==> src/rtl/gpio_irq_pkg.sv <==
package gpio_irq_pkg;
  localparam int REG_AW = 4;

  typedef enum logic [REG_AW-1:0] {
    RA_RISE_MASK = 4'h0,
    RA_RISE_SET  = 4'h1,
    RA_RISE_CLR  = 4'h2,
    RA_FALL_MASK = 4'h3,
    RA_FALL_SET  = 4'h4,
    RA_FALL_CLR  = 4'h5,
    RA_STATUS    = 4'h6,
    RA_GRP_EN    = 4'h7
  } reg_addr_e;
endpackage

==> src/rtl/gpio_edge_cfg.sv <==
module gpio_edge_cfg #(
  parameter int W = 32
) (
  input  logic         clk,
  input  logic         rst_n,
  input  logic         set_stb,
  input  logic         clr_stb,
  input  logic [W-1:0] wdata,
  output logic [W-1:0] mask
);
  function automatic logic [W-1:0] apply_setclr(
    input logic [W-1:0] old, input logic s, input logic c, input logic [W-1:0] d);
    if (s)      return old | d;
    else if (c) return old & ~d;
    else        return old;
  endfunction

  always_ff @(posedge clk or negedge rst_n) begin
    if (!rst_n) mask <= '0;
    else        mask <= apply_setclr(mask, set_stb, clr_stb, wdata);
  end
endmodule

==> src/rtl/gpio_edge_detect.sv <==
module gpio_edge_detect #(
  parameter int W = 32
) (
  input  logic         clk,
  input  logic         rst_n,
  input  logic [W-1:0] pins_in,
  input  logic [W-1:0] rise_en,
  input  logic [W-1:0] fall_en,
  output logic [W-1:0] edge_hit
);
  logic [W-1:0] samp_q;
  logic [W-1:0] prev_q;

  function automatic logic [W-1:0] find_edges(
    input logic [W-1:0] cur, input logic [W-1:0] old,
    input logic [W-1:0] ren, input logic [W-1:0] fen);
    return (cur & ~old & ren) | (~cur & old & fen);
  endfunction

  always_ff @(posedge clk or negedge rst_n) begin
    if (!rst_n) begin
      samp_q <= '0;
      prev_q <= '0;
    end else begin
      samp_q <= pins_in;
      prev_q <= samp_q;
    end
  end

  assign edge_hit = find_edges(samp_q, prev_q, rise_en, fall_en);
endmodule

==> src/rtl/gpio_irq_status.sv <==
module gpio_irq_status #(
  parameter int W = 32
) (
  input  logic         clk,
  input  logic         rst_n,
  input  logic [W-1:0] edge_hit,
  input  logic [W-1:0] w1c_mask,
  output logic [W-1:0] status
);
  // A fresh edge is ORed in after the clear, so it survives a same-cycle clear.
  function automatic logic [W-1:0] next_status(
    input logic [W-1:0] old, input logic [W-1:0] clr, input logic [W-1:0] hit);
    return (old & ~clr) | hit;
  endfunction

  always_ff @(posedge clk or negedge rst_n) begin
    if (!rst_n) status <= '0;
    else        status <= next_status(status, w1c_mask, edge_hit);
  end
endmodule

==> src/rtl/gpio_irq_route.sv <==
module gpio_irq_route #(
  parameter int W          = 32,
  parameter int GROUP_W    = 16,
  parameter int NUM_GROUPS = 2,
  parameter int DIRECT_N   = 0,
  parameter int DIRECT_W   = 1
) (
  input  logic [W-1:0]          status,
  input  logic [NUM_GROUPS-1:0] grp_en,
  output logic [NUM_GROUPS-1:0] grp_irq,
  output logic [DIRECT_W-1:0]   pin_irq
);
  function automatic logic group_any(input logic [GROUP_W-1:0] bits, input logic en);
    return (|bits) & en;
  endfunction

  if (DIRECT_N == 0) begin : g_banked
    for (genvar g = 0; g < NUM_GROUPS; g++) begin : g_grp
      assign grp_irq[g] = group_any(status[g*GROUP_W +: GROUP_W], grp_en[g]);
    end
    assign pin_irq = '0;
  end else begin : g_direct
    assign grp_irq = '0;
    for (genvar i = 0; i < DIRECT_N; i++) begin : g_pin
      assign pin_irq[i] = status[i] & grp_en[0];
    end
  end
endmodule

==> src/rtl/gpio_edge_irq_agg.sv <==
module gpio_edge_irq_agg
  import gpio_irq_pkg::*;
#(
  parameter int NUM_PINS   = 32,
  parameter int GROUP_W    = 16,
  parameter int DIRECT_N   = 0,
  localparam int NUM_GROUPS = NUM_PINS / GROUP_W,
  localparam int DIRECT_W   = (DIRECT_N > 0) ? DIRECT_N : 1
) (
  input  logic                  clk,
  input  logic                  rst_n,
  input  logic                  reg_we,
  input  logic [REG_AW-1:0]     reg_addr,
  input  logic [NUM_PINS-1:0]   reg_wdata,
  output logic [NUM_PINS-1:0]   reg_rdata,
  input  logic [NUM_PINS-1:0]   pins_in,
  output logic [NUM_GROUPS-1:0] grp_irq,
  output logic [DIRECT_W-1:0]   pin_irq
);
  logic [NUM_PINS-1:0]   rise_en;
  logic [NUM_PINS-1:0]   fall_en;
  logic [NUM_PINS-1:0]   edge_hit;
  logic [NUM_PINS-1:0]   w1c_mask;
  logic [NUM_PINS-1:0]   status;
  logic [NUM_GROUPS-1:0] grp_en;

  logic wr_rise_set, wr_rise_clr, wr_fall_set, wr_fall_clr, wr_grp_en;

  assign wr_rise_set = reg_we && (reg_addr == RA_RISE_SET);
  assign wr_rise_clr = reg_we && (reg_addr == RA_RISE_CLR);
  assign wr_fall_set = reg_we && (reg_addr == RA_FALL_SET);
  assign wr_fall_clr = reg_we && (reg_addr == RA_FALL_CLR);
  assign wr_grp_en   = reg_we && (reg_addr == RA_GRP_EN);
  assign w1c_mask    = (reg_we && (reg_addr == RA_STATUS)) ? reg_wdata : '0;

  gpio_edge_cfg #(.W(NUM_PINS)) u_rise_cfg (
    .clk(clk), .rst_n(rst_n), .set_stb(wr_rise_set), .clr_stb(wr_rise_clr),
    .wdata(reg_wdata), .mask(rise_en));

  gpio_edge_cfg #(.W(NUM_PINS)) u_fall_cfg (
    .clk(clk), .rst_n(rst_n), .set_stb(wr_fall_set), .clr_stb(wr_fall_clr),
    .wdata(reg_wdata), .mask(fall_en));

  gpio_edge_detect #(.W(NUM_PINS)) u_detect (
    .clk(clk), .rst_n(rst_n), .pins_in(pins_in),
    .rise_en(rise_en), .fall_en(fall_en), .edge_hit(edge_hit));

  gpio_irq_status #(.W(NUM_PINS)) u_status (
    .clk(clk), .rst_n(rst_n), .edge_hit(edge_hit),
    .w1c_mask(w1c_mask), .status(status));

  always_ff @(posedge clk or negedge rst_n) begin
    if (!rst_n)         grp_en <= '0;
    else if (wr_grp_en) grp_en <= reg_wdata[NUM_GROUPS-1:0];
  end

  gpio_irq_route #(
    .W(NUM_PINS), .GROUP_W(GROUP_W), .NUM_GROUPS(NUM_GROUPS),
    .DIRECT_N(DIRECT_N), .DIRECT_W(DIRECT_W)
  ) u_route (
    .status(status), .grp_en(grp_en), .grp_irq(grp_irq), .pin_irq(pin_irq));

  always_comb begin
    case (reg_addr)
      RA_RISE_MASK, RA_RISE_SET, RA_RISE_CLR: reg_rdata = rise_en;
      RA_FALL_MASK, RA_FALL_SET, RA_FALL_CLR: reg_rdata = fall_en;
      RA_STATUS:                              reg_rdata = status;
      RA_GRP_EN:                              reg_rdata = NUM_PINS'(grp_en);
      default:                                reg_rdata = '0;
    endcase
  end
endmodule

==> config.mk <==
export PLATFORM = sky130hd
export DESIGN_NAME = gpio_edge_irq_agg
export DESIGN_NICKNAME = d
export VERILOG_FILES = /design/src/rtl/gpio_irq_pkg.sv /design/src/rtl/gpio_edge_cfg.sv /design/src/rtl/gpio_edge_detect.sv /design/src/rtl/gpio_irq_status.sv /design/src/rtl/gpio_irq_route.sv /design/src/rtl/gpio_edge_irq_agg.sv
export SDC_FILE = /design/constraint.sdc
export NUM_CORES = 1
export LEC_CHECK = 0
export CAP_MARGIN = 10
export CORE_MARGIN = 1
export CORE_UTILIZATION = 54
export DETAILED_ROUTE_END_ITERATION = 8
export HOLD_SLACK_MARGIN = 0.03
export PLACE_DENSITY = 0.81
export RECOVER_POWER = 100
export SLEW_MARGIN = 20
export SYNTH_ARGS = -nofsm -noshare
export SYNTH_HDL_FRONTEND = slang
export SYNTH_SLANG_ARGS = --single-unit
==> constraint.sdc <==
create_clock -name clk -period 2.2 [get_ports clk]
set_clock_uncertainty 0.05 [all_clocks]
set_input_delay 0.44 -clock clk [delete_from_list [all_inputs] [get_ports clk]]
set_output_delay 0.44 -clock clk [all_outputs]
set_load 0.02 [all_outputs]
# [Yosys cells after proc, flatten, opt, wreduce, memory -nomap -nowiden]
# Index checks and enable logic that the tools add are counted.
[totals] ff_bits=162 ramBits=0 romBits=0 out_inout_bits=35 latchBits=0 input_bits=71 mem_count=0
[op_classes] magnitude_cmp=0 mul=0 n_eq_ne=7 reduce_logical=13 n_mux=6 n_addsub=0 n_bitwise=17 shifts=0 n_div=0
[ops] op="$and 32x32->32" count=7
[ops] op="$mux 32" count=5
[ops] op="$not 32->32" count=4
[ops] op="$or 32x32->32" count=4
[ops] op="$pmux 32 s4" count=1
[ops] op="$reduce_or 16->1" count=2
[ops] op="$eq 4x3->1 const B" count=4
[ops] op="$eq 4x2->1 const B" count=2
[ops] op="$logic_and 1x1->1" count=6
[ops] op="$reduce_or 3->1" count=2
[ops] op="$eq 4x1->1 const B" count=1
[ops] op="$logic_not 4->1" count=1
[ops] op="$reduce_bool 2->1" count=2
[ops] op="$and 1x1->1" count=2

# [Logic depth before layout (Yosys ltp)]
# Gate-level depths: netlist (run 1).
[depth] word_depth=6 depth_mapped=6 ltp_nobuf=3

# [Hierarchy]
# A second synthesis (run 1) with hierarchy kept.
[unflattened] cells_unflattened=645 hier_area_um2=7088.0
[by_module_without_submodules] module="gpio_edge_cfg" area_per_inst_um2=1249.9 instances=2 seq_area_each_um2=800.8 cells_per_inst=102
[by_module_without_submodules] module="gpio_edge_detect" area_per_inst_um2=2242.2 instances=1 seq_area_each_um2=1601.5 cells_per_inst=160
[by_module_without_submodules] module="gpio_irq_status" area_per_inst_um2=1161.1 instances=1 seq_area_each_um2=800.8 cells_per_inst=96
[by_module_without_submodules] module="gpio_edge_irq_agg" area_per_inst_um2=1098.6 instances=1 seq_area_each_um2=50.0 cells_per_inst=171
[by_module_without_submodules] module="gpio_irq_route" area_per_inst_um2=86.3 instances=1 seq_area_each_um2=0.0 cells_per_inst=14

# [Worst setup path before layout (run 1)]
# No wires, ideal clock.
[synth_timing] path_kind="input -> output" startpoint="input port reg_addr[1]" endpoint="output port reg_rdata[10]" cell_stages=5 path_slack_ps=184 arrival_time_ps=1526 path_buffers=2 cell_sequence="buf_2 -> and3b_1 -> o21a_4 -> buf_6 -> a221o_1"
[synth_between] elab_chain_cells=3
[synth_rtl] element="start: declaration" line="gpio_edge_irq_agg.sv:13" text="input logic [REG_AW-1:0] reg_addr,"
[synth_rtl] element="$eq 4x3->1, or another cell as far along" line="gpio_edge_irq_agg.sv:64" text="case (reg_addr)"
[synth_rtl] element="$reduce_or 3->1" line="gpio_edge_irq_agg.sv:64"
[synth_rtl] element="$pmux 32 s4 (*)" line="gpio_edge_irq_agg.sv:64"
[synth_rtl] element="end: declaration" line="gpio_edge_irq_agg.sv:15" text="output logic [NUM_PINS-1:0] reg_rdata,"
# Every way passes the cells marked *; elsewhere a longest branch is shown, timed or not.

# [Worst setup path in the final report (run 1)]
[layout_timing] startpoint="input port reg_addr[2]" endpoint="output port reg_rdata[0]"
# The elaborated chain is that of the path after synthesis.

==> out/metrics.csv, run 1 <==
metric,value,unit
status,finished with violations,
violations,setup timing,
rsz0062_at_grt,yes,
setup_slack,-0.0883,ns
ff2ff_path_depth,3,
rows,40,
min_period_over_period,104,%
die_y,114,µm
setup_viol,1,
dieArea,13000,µm²
hold_viol_final,0,
fmax,437,MHz
core_area,12100,µm²
drc,0,
first_global_vias,5915,
ys_ff_latch,162,
synth_top_family_by_area,compound AO/OA/AOI/OAI gates,
cp.arrival,1.80,ns
vias,5725,
clock-sinks,162,
cts_buffers,17,
grt_pass1_wl,30300,µm
pre_cts_ws,-0.844,ns
yosysTopAreaCell,dfrtp_1,
ioPinCount,106,
nNetsFinal,781,
synthMuxAreaShare,0.627,%
seqCellArea,4050,µm²
clockBufferDepth,2,
antenna_found_initial,3,
startpoint_type,input pin,
htreeDepth,4,
netlist_area,6790,µm²
wl,18900,µm
dieWidth,114,µm
synth_cell_types,31,
crit_fanout,6,
fillers,832,
min_from,u_detect.samp_q[18],
rrSetupSlack,1.23,ns
relSlewSlack,15.6,%
start_util,56.1,%
synth_edf_count,0,
grt_max_degree,51,
slew_violations,0,
total_power,8.13,mW
synth-main-ff-cell,dfrtp_1,
cts_tree,built,
dp_hpwl,11600,µm
syn_to_final_growth,30.0,%
powerDensity,921,nW/µm²
min_path_type,flip-flop to flip-flop,
synth_area_leaders,"dfrtp_1 (60%), nand3_1 (4.7%), a221o_1 (4.6%)",
syn_area_per_cell,11.5,µm²
synth_compound_area_share,20.7,%
fin_crit,2.29,ns
async_reset_ff_share,100,%
cp-end-kind,output port,
drv_cap,0,
synth_common_cells,"dfrtp_1 (162), nand3_1 (64), nand2_1 (34), o21ai_0 (34)",
avgRoutedWirePerCell,21.2,µm
grt-ovfl-total,0,
holdPathStages,0,
synth.most_common_cell,dfrtp_1,
vdd_ir_drop_max,788,µV
cp.required,1.71,ns
synthXorXnorAreaFrac,0,%
viasPerCell,6.40,
yosys.area_share.simple,15.0,%
antenna_left,0,
path_class,input pin to output port,
port_buffers,104,
p_leak,3.66,nW
clk_latency,0.43,ns
drive_above_1_share,16.2,%
synth-adder-area-share,0,%
path_clk_slew,0.06,ns
yosysSeqAreaShare,59.7,%
holdPathEnd,u_detect.prev_q[18],
worst_r2r_endpoint,u_status.status[25],
multi_input_area,2550,µm²
cts_root_buf,clkbuf_16,
drt-pass1-iter-count,7,
place_congestion,0.867,
synth_top_area_share,59.7,%
track_usage,31.0,%
drt_iter0_markers,573,
worstMarginPinSlew,1.27,ns
syn-num-nets,663,
yosysWarnings,0,
netlist_instances,592,
[cell type report]
type / instances / share of cell area, %
Tap cell: 168 / 2.38
Clock buffer: 19 / 5.02
Clock inverter: 13 / 2.08
Inverter: 6 / 0.298
Sequential cell: 162 / 45.9
Multi-Input combinational cell: 385 / 28.9
Antenna cell: 3 / 0.0850
Timing Repair Buffer: 138 / 15.3
[cell families (layout without fill, tap and decap cells)]
family / count (synthesis) / count (layout)
flops: 162 / 162
simple gates: 181 / 181
other cells: 1 / 4
buf+inv: 47 / 176
mux: 4 / 4
compound gates: 197 / 199
[cell usage in the layout, fill, tap and decap left out, types with 2 or more instances in the layout]
cell               n
diode_2            3
a22o_1            32
nor4_2             3
buf_12            10
a221o_1           31
clkdlybuf4s50_1   32
nand3_1           64
mux2i_1            2
a31oi_1           31
o21a_4             3
clkinv_4           2
clkbuf_4           3
bufinv_16          4
a21o_1            33
buf_2             17
and2_1            32
clkbuf_1           2
nand2_1           34
nor2b_2            2
a21oi_1           32
nor4_1             4
dlygate4sd3_1     34
o21ai_0           34
inv_1              5
clkbuf_2           4
buf_4             15
nand3b_1          33
a41oi_1            2
dfrtp_1          162
clkinvlp_4         4
clkinv_2           3
mux2_2             2
clkbuf_16         17
buf_6             20
[repair_timing]
action / in CTS / in global routing
setup endpoints to repair: 34 / 34
setup buffers: 3 / 2
pin swaps: 18 / 4
gates resized for setup: 186 / 9
hold endpoints to repair: 45 / 0
hold buffers: 1 / 0
gates cloned: 2 / 0
[critical path: stages]
cell	delay, ns
buf_6	0.10
buf_4	0.14
a21o_1	0.19
buf_4	0.15
o22a_1	0.19
a21oi_1	0.19
dlygate4sd2_1	0.40
[through the flow]
step / utilization (%) / hold slack, ns / instances / instance area, µm² / setup TNS, ns
floorplan: - / 0.0944 / 592 / 6790 / 0
CTS: 73.2 / 0.344 / 889 / 8860 / 0
finish: 72.9 / 0.341 / 894 / 8830 / -0.0883
global route: 72.9 / 0.355 / 893 / 8830 / -0.118
detailed placement: 67.4 / 0.330 / 851 / 8160 / -26.04
global placement: 67.4 / 0.323 / 851 / 8160 / -23.39
[worst max-delay path by stage]
stage / cells after the start / slack [ns] / endpoint / from
floorplan: 5 / 0.18 / reg_rdata[10] / reg_addr[1]
global placement: 5 / -0.75 / reg_rdata[15] / reg_addr[2]
detailed placement: 5 / -0.84 / reg_rdata[9] / reg_addr[2]
CTS: 7 / 0.003 / reg_rdata[8] / reg_addr[3]
global route: 7 / -0.11 / reg_rdata[0] / reg_addr[2]
finish: 7 / -0.09 / reg_rdata[0] / reg_addr[2]
[metal layers]
metal | GRT usage [%] | wire length [µm] | vias up
li1 | - | - | 2465
met1 | 38.0 | 7380 | 2907
met2 | 51.2 | 9580 | 298
met3 | 9.53 | 1470 | 55
met4 | 13.3 | 489 | 0
met5 | 0 | 0 | -
[where the power goes]
part	switching, mW	leakage [nW]	internal [mW]
logic	0.630	1.54	0.628
clock network	1.19	0.299	1.93
registers	0.377	1.82	3.38
(Power assumes the default switching activity.)
==> inputs of run 2 (changes only) <==
--- a/config.mk
+++ b/config.mk
@@ -6,11 +6,12 @@
 export NUM_CORES = 1
 export LEC_CHECK = 0
 export CAP_MARGIN = 10
+export CORE_ASPECT_RATIO = 1.2
 export CORE_MARGIN = 1
 export CORE_UTILIZATION = 54
 export DETAILED_ROUTE_END_ITERATION = 8
 export HOLD_SLACK_MARGIN = 0.03
-export PLACE_DENSITY = 0.81
+export PLACE_DENSITY = 0.8
 export RECOVER_POWER = 100
 export SLEW_MARGIN = 20
 export SYNTH_ARGS = -nofsm -noshare
==> out/metrics.csv, run 2 (same netlist as run 1, synthesis figures left out) <==
metric,value,unit
status,finished with violations,
violations,setup timing,
placed_area,8200,µm²
powerDensity,911,nW/µm²
first_global_vias,5718,
clkPwrFrac,37.9,%
dieWidth,104,µm
vdd_ir_drop_max,825,µV
dieArea,13000,µm²
dp_hpwl,11600,µm
cp.arrival,1.74,ns
cts_buffers,17,
place_congestion,0.836,
nNetsFinal,781,
place_inst,848,
drt_iter0_markers,457,
grt_max_degree,54,
clockBufferDepth,2,
whs,0.343,ns
rows,44,
rsz0062_at_grt,yes,
wl,18800,µm
vias,5644,
antenna_left,0,
relSlewSlack,14.0,%
core_area,12200,µm²
worstMarginPinSlew,1.29,ns
hold_viol_final,0,
drc,0,
port_buffers,104,
intPower,5.92,mW
rrSetupSlack,1.19,ns
cp.required,1.71,ns
post-route-util,72.9,%
setup_slack,-0.0260,ns
track_usage,30.4,%
setup_viol,12,
seq_power_share,46.4,%
switchingPower,2.16,mW
htreeDepth,4,
avgRoutedWirePerCell,21.2,µm
start_util,55.8,%
pre_cts_ws,-0.919,ns
stdcell_count,884,
startpoint_type,input pin,
num_antenna_cells,0,
total_power,8.07,mW
antenna_found_initial,0,
ioPinCount,106,
clock-sinks,162,
drv_cap,0,
fin_tns_setup,-0.134,ns
path_clk_slew,0.06,ns
syn_to_final_growth,30.6,%
grt_pass1_wl,30100,µm
cts_root_buf,clkbuf_16,
grt-ovfl-total,0,
final_area,8870,µm²
swShare,26.7,%
path_class,input pin to output port,
die_y,125,µm
cp-end-kind,output port,
crit_fanout,13,
slew_violations,0,
final_common_cell,dfrtp_1,
drt-pass1-iter-count,5,
viasPerCell,6.38,
fin_crit,2.23,ns
drive_above_1_share,15.9,%
min_path_type,flip-flop to flip-flop,
fmax,449,MHz
p_leak,3.71,nW
min_period_over_period,101,%
cts_tree,built,
combinationalPowerShare,15.6,%
clk_latency,0.43,ns
final_cell_mix,"dfrtp_1 (162), nand3_1 (64), o21ai_0 (34), nand2_1 (34), dlygate4sd3_1 (34)",
[run 2: changes by cell type in the layout (fill, tap and decap cells not counted), moves of 2 or more]
cell      delta
clkbuf_8     +3
diode_2      -3
nor4_4       +3
buf_16       +2
buf_4        +2
clkbuf_1     +2
clkinv_4     -2
nor4_2       -2
o21a_4       -2
[run 2: per-layer routing]
metal | vias up | global-route usage, % | share of wire [%]
met3 | 39 | 7.74 | 7.5
met5 | - | 0 | 0
met1 | 2873 | 36.9 | 39
li1 | 2453 | - | -
met4 | 0 | 13.4 | 2.0
met2 | 279 | 51.0 | 52
[run 2: power groups by stage]
stage | Sequential, mW | Clock, mW | Combinational (mW)
2_1_floorplan | 3.65 | 0 | 0.730
3_3_place_gp | 3.75 | 0 | 1.22
3_5_place_dp | 3.76 | 0 | 1.27
4_1_cts | 3.73 | 3.08 | 1.27
5_1_grt | 3.79 | 3.20 | 1.37
6_report | 3.75 | 3.06 | 1.26
[run 2: repair_timing]
action,4_1_cts,5_1_grt
setup buffers,0,1
endpoints found under the hold margin,46,0
hold buffers,1,0
resized for setup,182,16
gates cloned,2,0
pin swaps,15,4
endpoints found under the setup margin,34,29
[run 2: cell type report]
type,instances,area (µm²)
clock buffer,23,488
clock inverter,9,128
fill,811,3300
inverter,6,22.5
multi-input combinational,383,2570
sequential,162,4050
tap,161,201
timing repair buffer,140,1410
[run 2: path summary, 6_finish.rpt]
kind                                startpoint                   to  cells after the start
hold / removal             u_detect.samp_q[28]  u_detect.prev_q[28]                      0
min in group asynchronous                rst_n            async pin                      2
setup reg to reg           u_detect.samp_q[20]  u_status.status[20]                      3
hold reg to reg            u_detect.samp_q[28]  u_detect.prev_q[28]                      0
max in group asynchronous                rst_n            grp_en[1]                      3
setup / recovery                   reg_addr[1]        reg_rdata[10]                      6
[run 2: worst max-delay path, cell delays in order]
cell and delay [ns]:
buf_12 0.11, and3b_2 0.22, o21a_4 0.26, buf_12 0.17
a221o_1 0.36, buf_2 0.16
==> inputs of run 3 (changes only) <==
--- a/config.mk
+++ b/config.mk
@@ -8,10 +8,9 @@
 export CAP_MARGIN = 10
 export CORE_ASPECT_RATIO = 1.2
 export CORE_MARGIN = 1
-export CORE_UTILIZATION = 54
+export CORE_UTILIZATION = 40
 export DETAILED_ROUTE_END_ITERATION = 8
 export HOLD_SLACK_MARGIN = 0.03
-export PLACE_DENSITY = 0.8
 export RECOVER_POWER = 100
 export SLEW_MARGIN = 20
 export SYNTH_ARGS = -nofsm -noshare
==> out/metrics.csv, run 3 (same netlist as run 1, synthesis figures left out) <==
metric,value,unit
cp-end-kind,output port,
ioPinCount,106,
crit_chain,buf_8 -> and3b_1 -> o21a_4 -> buf_12 -> buf_12 -> a221o_1 -> buf_6,
rrSetupSlack,1.23,ns
min_from,u_detect.samp_q[2],
setup_viol,1,
die_y,145,µm
startpoint_type,input pin,
drive_above_1_share,17.2,%
clockBufferDepth,2,
path_clk_slew,0.06,ns
swShare,27.0,%
cts_tree,built,
avgRoutedWirePerCell,19.7,µm
p_leak,3.73,nW
grt_pass1_wl,30000,µm
crit_path_max_incr_delay,0.35,ns
drv_cap,0,
violations,setup timing,
final_cell_mix,"dfrtp_1 (162), nand3_1 (64), o21ai_0 (34), nand2_1 (34), dlygate4sd3_1 (34)",
intPower,5.90,mW
path_class,input pin to output port,
clk_latency,0.42,ns
rsz0062_at_grt,yes,
track_usage,22.7,%
htreeDepth,4,
cts_buffers,17,
ff2ff_path_depth,3,
core_area,16400,µm²
port_buffers,104,
slowest_stage,a221o_1,
antenna_found_initial,0,
dieArea,17500,µm²
path_buf_inv,4,
combinationalPowerShare,16.1,%
worst_r2r_endpoint,u_status.status[7],
cp_common_cell,buf_12,
syn_to_final_growth,32.6,%
grt-ovfl-total,0,
dieWidth,121,µm
holdPathStages,0,
antenna_left,0,
place_inst,914,
min_period_over_period,101,%
cts_root_buf,clkbuf_16,
nNetsFinal,797,
pre_cts_ws,-0.772,ns
dp_hpwl,12400,µm
seq_power_share,46.2,%
powerDensity,898,nW/µm²
vdd_ir_drop_max,582,µV
stdcell_count,951,
placed_area,8380,µm²
rows,51,
relSlewSlack,38.8,%
vias,5514,
wl,18700,µm
critPathTopFamily,compound AO/OA/AOI/OAI gates,
clock-sinks,162,
viasPerCell,5.80,
fin_tns_setup,-0.0183,ns
clkPwrFrac,37.8,%
crit_fanout,5,
num_antenna_cells,0,
final_area,9000,µm²
holdPathEnd,u_detect.prev_q[2],
drc,0,
place_congestion,0.810,
cp.required,1.71,ns
first_global_vias,5700,
min_path_type,flip-flop to flip-flop,
drt-pass1-iter-count,5,
setup_slack,-0.0183,ns
grt_max_degree,50,
start_util,41.4,%
slew_violations,0,
fmax,451,MHz
cp.arrival,1.73,ns
worstMarginPinSlew,0.917,ns
fin_crit,2.22,ns
switchingPower,2.19,mW
hold_viol_final,0,
final_common_cell,dfrtp_1,
status,finished with violations,
drt_iter0_markers,468,
## run 3: cell count changes in the layout (fill, tap and decap cells not counted), moves of 3 or more
| cell | previous run | this run |
|---|---|---|
| clkbuf_1 | 4 | 8 |
| buf_6 | 19 | 26 |
| and2_1 | 32 | 27 |
| clkbuf_2 | 3 | 8 |
| buf_4 | 17 | 31 |
| nor4_1 | 3 | 6 |
| and2_4 | 0 | 4 |
| buf_2 | 16 | 3 |
## run 3: worst max path at each step
stage	depth (start not counted)	startpoint	to	slack, ns
final	7	reg_addr[1]	reg_rdata[31]	-0.02
after global routing	7	reg_addr[1]	reg_rdata[31]	-0.04
after CTS	7	reg_addr[1]	reg_rdata[25]	-0.07
after detailed placement	6	reg_addr[2]	reg_rdata[1]	-0.77
after global placement	6	reg_addr[2]	reg_rdata[1]	-0.75
after floorplan	5	reg_addr[1]	reg_rdata[10]	0.18
## run 3: metal layers
metal  part of all wire, %  track usage (%)  vias up  wire, µm
met5                     0                0        -         0
met2                    50             38.3      200      9410
li1                      -                -     2488         -
met1                    42             28.6     2801      7890
met4                   2.1             9.55        0       402
met3                   5.4             4.43       25      1020
## run 3: layout make-up
class	instances	area (µm²)
Inverter	6	22.5
Timing Repair Buffer	156	1520
Clock buffer	20	457
Fill cell	1451	7390
Clock inverter	12	155
Sequential cell	162	4050
Tap cell	212	265
Multi-Input combinational cell	383	2530
## run 3: power groups by stage
stage                     sequential (mW)  clock (mW)  combinational [mW]
after floorplan                      3.65           0               0.730
after global placement               3.76           0                1.27
after detailed placement             3.77           0                1.31
after CTS                            3.72        3.11                1.31
after global routing                 3.79        3.23                1.43
final                                3.73        3.05                1.30
## run 3: repair_timing
action	in CTS	in global routing
setup buffers	3	1
cloned	2	0
gates resized for setup	186	40
pin swaps	12	21
setup endpoints to repair	34	32
hold buffers	1	0
endpoints found under the hold margin	31	0
## run 3: through the flow
| stage | power (mW) | hold WS (ns) | utilization (%) |
|---|---|---|---|
| after floorplan | 4.38 | 0.0944 | - |
| after CTS | 8.15 | 0.345 | 55.3 |
| after global placement | 5.03 | 0.309 | 51.1 |
| final | 8.08 | 0.344 | 54.9 |
| after global routing | 8.44 | 0.359 | 54.9 |
| after detailed placement | 5.08 | 0.316 | 51.1 |
